--- src/rtl/xpc_pkg.sv ---
package xpc_pkg;
  localparam int TAG_W   = 16;
  localparam int FN_W    = 8;
  localparam int DATA_W  = 64;
  localparam int SRC_W   = 8;
  localparam int NUM_FLT = 3;
  localparam int FN_STRIDE = 8;

  localparam logic [FN_W-1:0] FN_COUNT    = 8'h00;
  localparam logic [FN_W-1:0] FN_SRC      = 8'h08;
  localparam logic [FN_W-1:0] FN_FLT_BASE = 8'h10;

  // filter order: requester, pasid, domain
  localparam int FLT_RID   = 0;
  localparam int FLT_PASID = 1;
  localparam int FLT_DOM   = 2;

  typedef struct packed {
    logic              en;
    logic [TAG_W-1:0]  mask;
    logic [TAG_W-1:0]  match;
  } flt_cfg_t;

  localparam int FLT_CFG_W = $bits(flt_cfg_t);

  // packed so that tag f sits at [f*TAG_W +: TAG_W]
  typedef struct packed {
    logic [TAG_W-1:0] dom;
    logic [TAG_W-1:0] pasid;
    logic [TAG_W-1:0] rid;
  } tag_set_t;

  function automatic logic [FN_W-1:0] flt_fn_off(input int f);
    return FN_FLT_BASE + FN_W'(f * FN_STRIDE);
  endfunction
endpackage

--- src/rtl/xpc_filter.sv ---
module xpc_filter
  import xpc_pkg::*;
(
  input  flt_cfg_t         cfg_i,
  input  logic [TAG_W-1:0] tag_i,
  output logic             pass_o
);
  logic [TAG_W-1:0] diff;

  assign diff   = (tag_i ^ cfg_i.match) & cfg_i.mask;
  assign pass_o = !cfg_i.en || (diff == '0);
endmodule

--- src/rtl/xpc_regdec.sv ---
module xpc_regdec #(
  parameter int NUM_BANKS      = 2,
  parameter int CNTRS_PER_BANK = 4,
  parameter int IDX_W          = 8,
  localparam int NUM_SLOTS     = NUM_BANKS * CNTRS_PER_BANK,
  localparam int SLOT_W        = (NUM_SLOTS > 1) ? $clog2(NUM_SLOTS) : 1
) (
  input  logic                 req_i,
  input  logic                 we_i,
  input  logic [IDX_W-1:0]     bank_i,
  input  logic [IDX_W-1:0]     cntr_i,
  output logic                 in_range_o,
  output logic [SLOT_W-1:0]    slot_o,
  output logic [NUM_SLOTS-1:0] wr_slot_o
);
  // both counts must stay below 2**IDX_W
  localparam logic [IDX_W-1:0] BANK_LIM = IDX_W'(NUM_BANKS);
  localparam logic [IDX_W-1:0] CNTR_LIM = IDX_W'(CNTRS_PER_BANK);

  logic [2*IDX_W-1:0] flat;

  always_comb begin
    in_range_o = (bank_i < BANK_LIM) && (cntr_i < CNTR_LIM);
    flat = {{IDX_W{1'b0}}, bank_i} * {{IDX_W{1'b0}}, CNTR_LIM}
         + {{IDX_W{1'b0}}, cntr_i};
    slot_o = in_range_o ? flat[SLOT_W-1:0] : '0;
  end

  for (genvar s = 0; s < NUM_SLOTS; s++) begin : g_wsel
    assign wr_slot_o[s] = req_i && we_i && in_range_o && (slot_o == SLOT_W'(s));
  end
endmodule

--- src/rtl/xpc_slot.sv ---
module xpc_slot
  import xpc_pkg::*;
#(
  parameter int NUM_EVT = 16,
  parameter int CNT_W   = 48
) (
  input  logic                         clk_i,
  input  logic                         rst_ni,
  input  logic [NUM_EVT-1:0]           evt_i,
  input  tag_set_t                     tags_i,
  input  logic                         wr_i,
  input  logic [FN_W-1:0]              fn_i,
  input  logic [FLT_CFG_W-1:0]         wdata_i,
  output logic [SRC_W-1:0]             src_o,
  output flt_cfg_t [NUM_FLT-1:0]       flt_o,
  output logic [CNT_W-1:0]             cnt_o
);
  // NUM_EVT must not exceed 2**SRC_W
  localparam int EVT_IDX_W = (NUM_EVT > 1) ? $clog2(NUM_EVT) : 1;
  localparam logic [SRC_W-1:0] SRC_MAX = SRC_W'(NUM_EVT - 1);

  logic [SRC_W-1:0]       src_q;
  flt_cfg_t [NUM_FLT-1:0] flt_q;
  logic [CNT_W-1:0]       cnt_q;
  logic [NUM_FLT-1:0]     flt_pass;
  logic                   evt_sel;
  logic                   hit;

  for (genvar f = 0; f < NUM_FLT; f++) begin : g_flt
    xpc_filter u_filter (
      .cfg_i  (flt_q[f]),
      .tag_i  (tags_i[f*TAG_W +: TAG_W]),
      .pass_o (flt_pass[f])
    );

    always_ff @(posedge clk_i or negedge rst_ni) begin
      if (!rst_ni)                               flt_q[f] <= '0;
      else if (wr_i && (fn_i == flt_fn_off(f)))  flt_q[f] <= wdata_i;
    end
  end

  always_comb begin
    evt_sel = 1'b0;
    if ((src_q != '0) && (src_q <= SRC_MAX)) evt_sel = evt_i[src_q[EVT_IDX_W-1:0]];
  end

  assign hit = evt_sel && (&flt_pass);

  always_ff @(posedge clk_i or negedge rst_ni) begin
    if (!rst_ni)                         src_q <= '0;
    else if (wr_i && (fn_i == FN_SRC))   src_q <= wdata_i[SRC_W-1:0];
  end

  // no write path: only wraps
  always_ff @(posedge clk_i or negedge rst_ni) begin
    if (!rst_ni)  cnt_q <= '0;
    else if (hit) cnt_q <= cnt_q + CNT_W'(1);
  end

  assign src_o = src_q;
  assign flt_o = flt_q;
  assign cnt_o = cnt_q;

  AST_PARKED_HOLD: assert property (@(posedge clk_i) disable iff (!rst_ni)
    (src_q == '0) |=> (cnt_q == $past(cnt_q)))
    else $error("parked slot counted");

  AST_UNIT_STEP: assert property (@(posedge clk_i) disable iff (!rst_ni)
    !$stable(cnt_q) |-> (cnt_q == $past(cnt_q) + CNT_W'(1)))
    else $error("count moved by other than one");

  AST_FILTER_GATE: assert property (@(posedge clk_i) disable iff (!rst_ni)
    !(&flt_pass) |=> (cnt_q == $past(cnt_q)))
    else $error("filtered event counted");

  AST_SRC_LOAD: assert property (@(posedge clk_i) disable iff (!rst_ni)
    (wr_i && (fn_i == FN_SRC)) |=> (src_q == $past(wdata_i[SRC_W-1:0])))
    else $error("source code not loaded");
endmodule

--- src/rtl/xpc_bank.sv ---
module xpc_bank
  import xpc_pkg::*;
#(
  parameter int NUM_BANKS      = 2,
  parameter int CNTRS_PER_BANK = 4,
  parameter int NUM_EVT        = 16,
  parameter int CNT_W          = 48,
  parameter int IDX_W          = 8
) (
  input  logic               clk_i,
  input  logic               rst_ni,
  input  logic [NUM_EVT-1:0] evt_i,
  input  logic [TAG_W-1:0]   req_id_i,
  input  logic [TAG_W-1:0]   pasid_i,
  input  logic [TAG_W-1:0]   dom_id_i,
  input  logic               req_i,
  input  logic               we_i,
  input  logic [IDX_W-1:0]   bank_i,
  input  logic [IDX_W-1:0]   cntr_i,
  input  logic [FN_W-1:0]    fn_i,
  input  logic [DATA_W-1:0]  wdata_i,
  output logic [DATA_W-1:0]  rdata_o,
  output logic               err_o
);
  localparam int NUM_SLOTS = NUM_BANKS * CNTRS_PER_BANK;
  localparam int SLOT_W    = (NUM_SLOTS > 1) ? $clog2(NUM_SLOTS) : 1;
  localparam logic [IDX_W-1:0] BANK_LIM = IDX_W'(NUM_BANKS);
  localparam logic [IDX_W-1:0] CNTR_LIM = IDX_W'(CNTRS_PER_BANK);

  tag_set_t                                tags;
  logic                                    in_range;
  logic [SLOT_W-1:0]                       slot_idx;
  logic [NUM_SLOTS-1:0]                    wr_slot;
  logic [NUM_SLOTS-1:0][SRC_W-1:0]         src_all;
  logic [NUM_SLOTS-1:0][CNT_W-1:0]         cnt_all;
  flt_cfg_t [NUM_SLOTS-1:0][NUM_FLT-1:0]   flt_all;
  logic [DATA_W-1:0]                       rd_word;
  logic [DATA_W-1:0]                       rdata_q;
  logic                                    err_q;
  logic                                    unused_wdata;

  assign tags = {dom_id_i, pasid_i, req_id_i};
  assign unused_wdata = ^wdata_i[DATA_W-1:FLT_CFG_W];

  xpc_regdec #(
    .NUM_BANKS      (NUM_BANKS),
    .CNTRS_PER_BANK (CNTRS_PER_BANK),
    .IDX_W          (IDX_W)
  ) u_regdec (
    .req_i      (req_i),
    .we_i       (we_i),
    .bank_i     (bank_i),
    .cntr_i     (cntr_i),
    .in_range_o (in_range),
    .slot_o     (slot_idx),
    .wr_slot_o  (wr_slot)
  );

  for (genvar s = 0; s < NUM_SLOTS; s++) begin : g_slot
    xpc_slot #(
      .NUM_EVT (NUM_EVT),
      .CNT_W   (CNT_W)
    ) u_slot (
      .clk_i   (clk_i),
      .rst_ni  (rst_ni),
      .evt_i   (evt_i),
      .tags_i  (tags),
      .wr_i    (wr_slot[s]),
      .fn_i    (fn_i),
      .wdata_i (wdata_i[FLT_CFG_W-1:0]),
      .src_o   (src_all[s]),
      .flt_o   (flt_all[s]),
      .cnt_o   (cnt_all[s])
    );
  end

  always_comb begin
    rd_word = '0;
    if (fn_i == FN_COUNT)    rd_word = DATA_W'(cnt_all[slot_idx]);
    else if (fn_i == FN_SRC) rd_word = DATA_W'(src_all[slot_idx]);
    for (int f = 0; f < NUM_FLT; f++) begin
      if (fn_i == flt_fn_off(f)) rd_word = DATA_W'(flt_all[slot_idx][f]);
    end
  end

  always_ff @(posedge clk_i or negedge rst_ni) begin
    if (!rst_ni) begin
      rdata_q <= '0;
      err_q   <= 1'b0;
    end else begin
      err_q <= req_i && !in_range;
      if (req_i && !we_i) rdata_q <= in_range ? rd_word : '0;
    end
  end

  assign rdata_o = rdata_q;
  assign err_o   = err_q;

  AST_ERR_CAUSE: assert property (@(posedge clk_i) disable iff (!rst_ni)
    err_o |-> ($past(req_i) && (($past(bank_i) >= BANK_LIM) || ($past(cntr_i) >= CNTR_LIM))))
    else $error("error flag without bad index");

  AST_ERR_RAISE: assert property (@(posedge clk_i) disable iff (!rst_ni)
    (req_i && ((bank_i >= BANK_LIM) || (cntr_i >= CNTR_LIM))) |=> err_o)
    else $error("bad index not flagged");

  AST_OOR_ZERO: assert property (@(posedge clk_i) disable iff (!rst_ni)
    (err_o && !$past(we_i)) |-> (rdata_o == '0))
    else $error("out-of-range read returned data");

  AST_RDATA_HOLD: assert property (@(posedge clk_i) disable iff (!rst_ni)
    !$past(req_i && !we_i) |-> $stable(rdata_o))
    else $error("read data moved without a read");
endmodule

--- config.mk ---
export PLATFORM = sky130hd
export DESIGN_NAME = xpc_bank
export DESIGN_NICKNAME = d
export VERILOG_FILES = /design/src/rtl/xpc_pkg.sv /design/src/rtl/xpc_filter.sv /design/src/rtl/xpc_regdec.sv /design/src/rtl/xpc_slot.sv /design/src/rtl/xpc_bank.sv
export SDC_FILE = /design/constraint.sdc
export NUM_CORES = 2
export LEC_CHECK = 0
export BUFFER_PORTS_ARGS = -buffer_cell sky130_fd_sc_hd__clkbuf_2
export CORE_UTILIZATION = 62
export DETAILED_ROUTE_END_ITERATION = 8
export GPL_TIMING_DRIVEN = 0
export PLACE_DENSITY = 0.81
export SYNTH_ARGS = -nofsm -noshare
export SYNTH_HDL_FRONTEND = slang
export SYNTH_HIERARCHICAL = 1
export SYNTH_SLANG_ARGS = --single-unit
--- constraint.sdc ---
create_clock -name clk_i -period 7.3 [get_ports clk_i]
set_input_delay 0.365 -clock clk_i [delete_from_list [all_inputs] [get_ports clk_i]]
set_output_delay 0.365 -clock clk_i [all_outputs]
set_load 0.01 [all_outputs]
==> run summary <==
Outcome = complete, no violations
Synthesized flop and latch total = 1,289
Rel. slew slack = 1.359%
CTS Buffer Depth = 3
Drt first pass iters = 8
Int Pwr = 0.01161 W
LEAKAGE = 34.73 nW
CP arrival = 5.92 ns
Vias per Instance = 7.217
Type of element launching the critical path = input pin
Placed insts = 7,150
Worst-Margin Slew = 1.480 ns
Worst r2r src = g_slot[2].u_slot/flt_o[79]$_DFFE_PN0P_
Register area share after synthesis = 45.67%
Clock-pin slew on the worst setup and hold paths = 0.06 ns
Synth warnings = 6
Final min period = 5.275 ns
Total grt overflow = 0
Clock Skews = 0.03340 ns
Max Cap Violations = 0
Pwr/cell area = 193.5 mW/mm2
Total wire length = 265.8 mm
Req. time, crit path = 7.94 ns
Clock power frac = 49.2%
Final Instance Count excl. Fillers = 7,418
Setup TNS Final = 0 ns
Largest net degree at the start of global routing = 116
CTS buffer count = 142
Final GP Congestion = 1.069
Pins over their slew limit = 0
Min-delay worst type = in2async
Iteration-0 DRC Markers = 6,683
Asr flop ratio synth = 100.0%
Worst skew pair latency = 0.79 ns
Vias in the first global route = 53,600
TritonCTS clock tree = done
Crit path capture = rdata_o[26]$_DFFE_PN0P_
Synth Area per Inst = 12.96 um2
R2r endpoint = g_slot[2].u_slot/cnt_o[47]$_DFFE_PN0P_
Commonest cells after routing, fill and taps aside = 1,289 x dfrtp_1, 872 x mux2_2, 689 x xor2_1, 318 x mux4_2, 238 x nand2_1
Post-synth cell types = 71
Fin crit share = 72.26%
Initial core utilization = 62.69%
Root Buffer Master = clkbuf_16
DRT antenna net count = 0
GRT Total Usage = 46.27%
Die width = 339.5 um
P&R area growth vs syn = 11.36%
Hpwl dp = 194.6 mm
Rows = 123
WL/cell = 35.83 um
Unrepaired setup endpoints after global routing = false
Die height = 339.5 um
Worst VDD drop = 0.2190 mV
Worst Setup SP = cntr_i[2]
Reg2Reg Depth = 9
Initial antenna violation count = 23
Core area = 0.1127 mm2
R2r setup slk = 2.16 ns
Crit path max fanout = 10
Synth Flop Type = dfrtp_1
Final hold vios = 0
Worst setup EP type = flip-flop
Cells after Synth = 5,449
Die area = 0.1153 mm2
IO Pins = 221
Sequential power share = 47.0%
Combinational Power Share = 3.9%
Most common cell after layout, fill and taps aside = dfrtp_1
F_max = 189.6 MHz
Net Sw Frac = 23.70%
Vias = 53,530
Residual DRC = 0
Mapped Area = 0.07062 mm2
First-pass GRT wire length = 379.4 mm
H-tree Lvls = 4
Final #Nets = 5,961
Number of synthesized flops with an enable pin = 0
Share of layout cells above drive strength 1 = 31.95%
Net switching power = 0.003606 W
CTS sink count = 1,289
CP Class = in2reg
I/O Buffers = 173
Final setup vio count = 0
[cells in the mapped netlist, types with 73 or more instances]
| master | number | area (um2) |
|---|---|---|
| inv_1 | 92 | 345.3 |
| nand4_1 | 145 | 907.1 |
| mux2i_1 | 109 | 1091 |
| buf_2 | 97 | 485.5 |
| nor2_1 | 77 | 289.0 |
| a2111oi_0 | 90 | 788.3 |
| nand3_1 | 100 | 500.5 |
| xnor2_1 | 73 | 639.4 |
| a22oi_1 | 208 | 1562 |
| a211oi_1 | 130 | 975.9 |
| mux4_2 | 318 | 7162 |
| dfrtp_1 | 1289 | 32260 |
| xor2_1 | 689 | 6035 |
| nand2_1 | 238 | 893.4 |
| clkbuf_1 | 159 | 596.8 |
| mux2_2 | 872 | 9819 |
| a21oi_1 | 109 | 545.5 |
[layer usage]
metal | vias to the layer above | part of all wire (%) | global-route usage [%] | wire [um]
met3 | 1026 | 13 | 15.00 | 33480
met2 | 3854 | 43 | 66.08 | 113100
li1 | 21380 | - | - | -
met1 | 27270 | 35 | 57.80 | 92860
met5 | - | 0.024 | 0 | 63
met4 | 10 | 9.9 | 37.49 | 26290
[timing repair]
action	4_1_cts	5_1_grt
gates resized for setup	0	0
endpoints found under the hold margin	63	0
hold buffers	2	0
buffers inserted	0	0
[layout make-up]
| class | count | area [um2] |
|---|---|---|
| Multi-Input combinational cell | 3759 | 36370 |
| Fill cell | 8117 | 34010 |
| Sequential cell | 1289 | 32260 |
| Clock buffer | 194 | 3969 |
| Tap cell | 1500 | 1877 |
| Buffer | 323 | 1702 |
| Timing Repair Buffer | 189 | 1242 |
| Clock inverter | 56 | 840.8 |
| Inverter | 93 | 349.1 |
| Antenna cell | 15 | 37.54 |
[state kept, by name (all words and copies together) (netlist names)]
signal               flops
g_slot.u_slot/flt_o    792
g_slot.u_slot/cnt_o    384
g_slot.u_slot/src_o     64
err_o                    1
rdata_o                 48
[power groups by stage]
stage | sequential, W | combinational (W) | clock, W
after floorplan | 0.00728 | 0.000122 | 0
after global routing | 0.00714 | 0.000614 | 0.00781
after global placement | 0.00730 | 0.000532 | 0
after detailed placement | 0.00728 | 0.000564 | 0
after CTS | 0.00715 | 0.000568 | 0.00752
final | 0.00715 | 0.000587 | 0.00748
[how the worst min path moves through the flow]
stage / end / slack, ns / cells after the start
6_report: g_slot[4].u_slot/cnt_o[46]$_DFFE_PN0P_ / 0.15 / 2
2_1_floorplan: err_o$_DFF_PN0_ / 0.07 / 0
3_3_place_gp: g_slot[2].u_slot/cnt_o[47]$_DFFE_PN0P_ / 0.45 / 1
3_5_place_dp: g_slot[4].u_slot/cnt_o[46]$_DFFE_PN0P_ / 0.40 / 1
5_1_grt: g_slot[4].u_slot/cnt_o[46]$_DFFE_PN0P_ / 0.18 / 2
4_1_cts: g_slot[4].u_slot/cnt_o[46]$_DFFE_PN0P_ / 0.16 / 2
[worst max-delay path, stage by stage]
cell	delay, ns
clkbuf_2	0.20
nor4_2	1.03
nand4_1	0.36
nor2_1	0.64
clkbuf_1	0.78
clkbuf_1	1.15
mux4_2	0.43
mux2i_1	0.61
a2bb2oi_1	0.24
o31ai_1	0.09
[per-stage QoR]
stage	setup WS (ns)	total power, W	instance area, um2	hold slack [ns]	util (%)
2_1_floorplan	4.496	0.007400	70680	0.06941	-
3_3_place_gp	-25.87	0.007831	73420	0.4493	65.18
3_5_place_dp	1.930	0.007841	73770	0.3983	65.49
4_1_cts	2.538	0.01523	78600	0.1554	69.77
5_1_grt	2.335	0.01557	78630	0.1770	69.80
6_report	2.025	0.01522	78650	0.1521	69.81
[cell families (layout without fill, tap and decap cells)]
group	count (synthesis)	after routing	synth area share [%]
xor gates and xnor gates	762	762	9.450
muxes	1299	1299	25.59
buffers and inverters	416	855	2.904
AOI/OAI and AO/OA	839	839	9.466
other	1	31	0.005310
adders and majority gates	8	8	0.1417
DFF	1289	1289	45.67
and+or+nand+nor	835	835	6.771
Power figures use the tool's default switching activity.
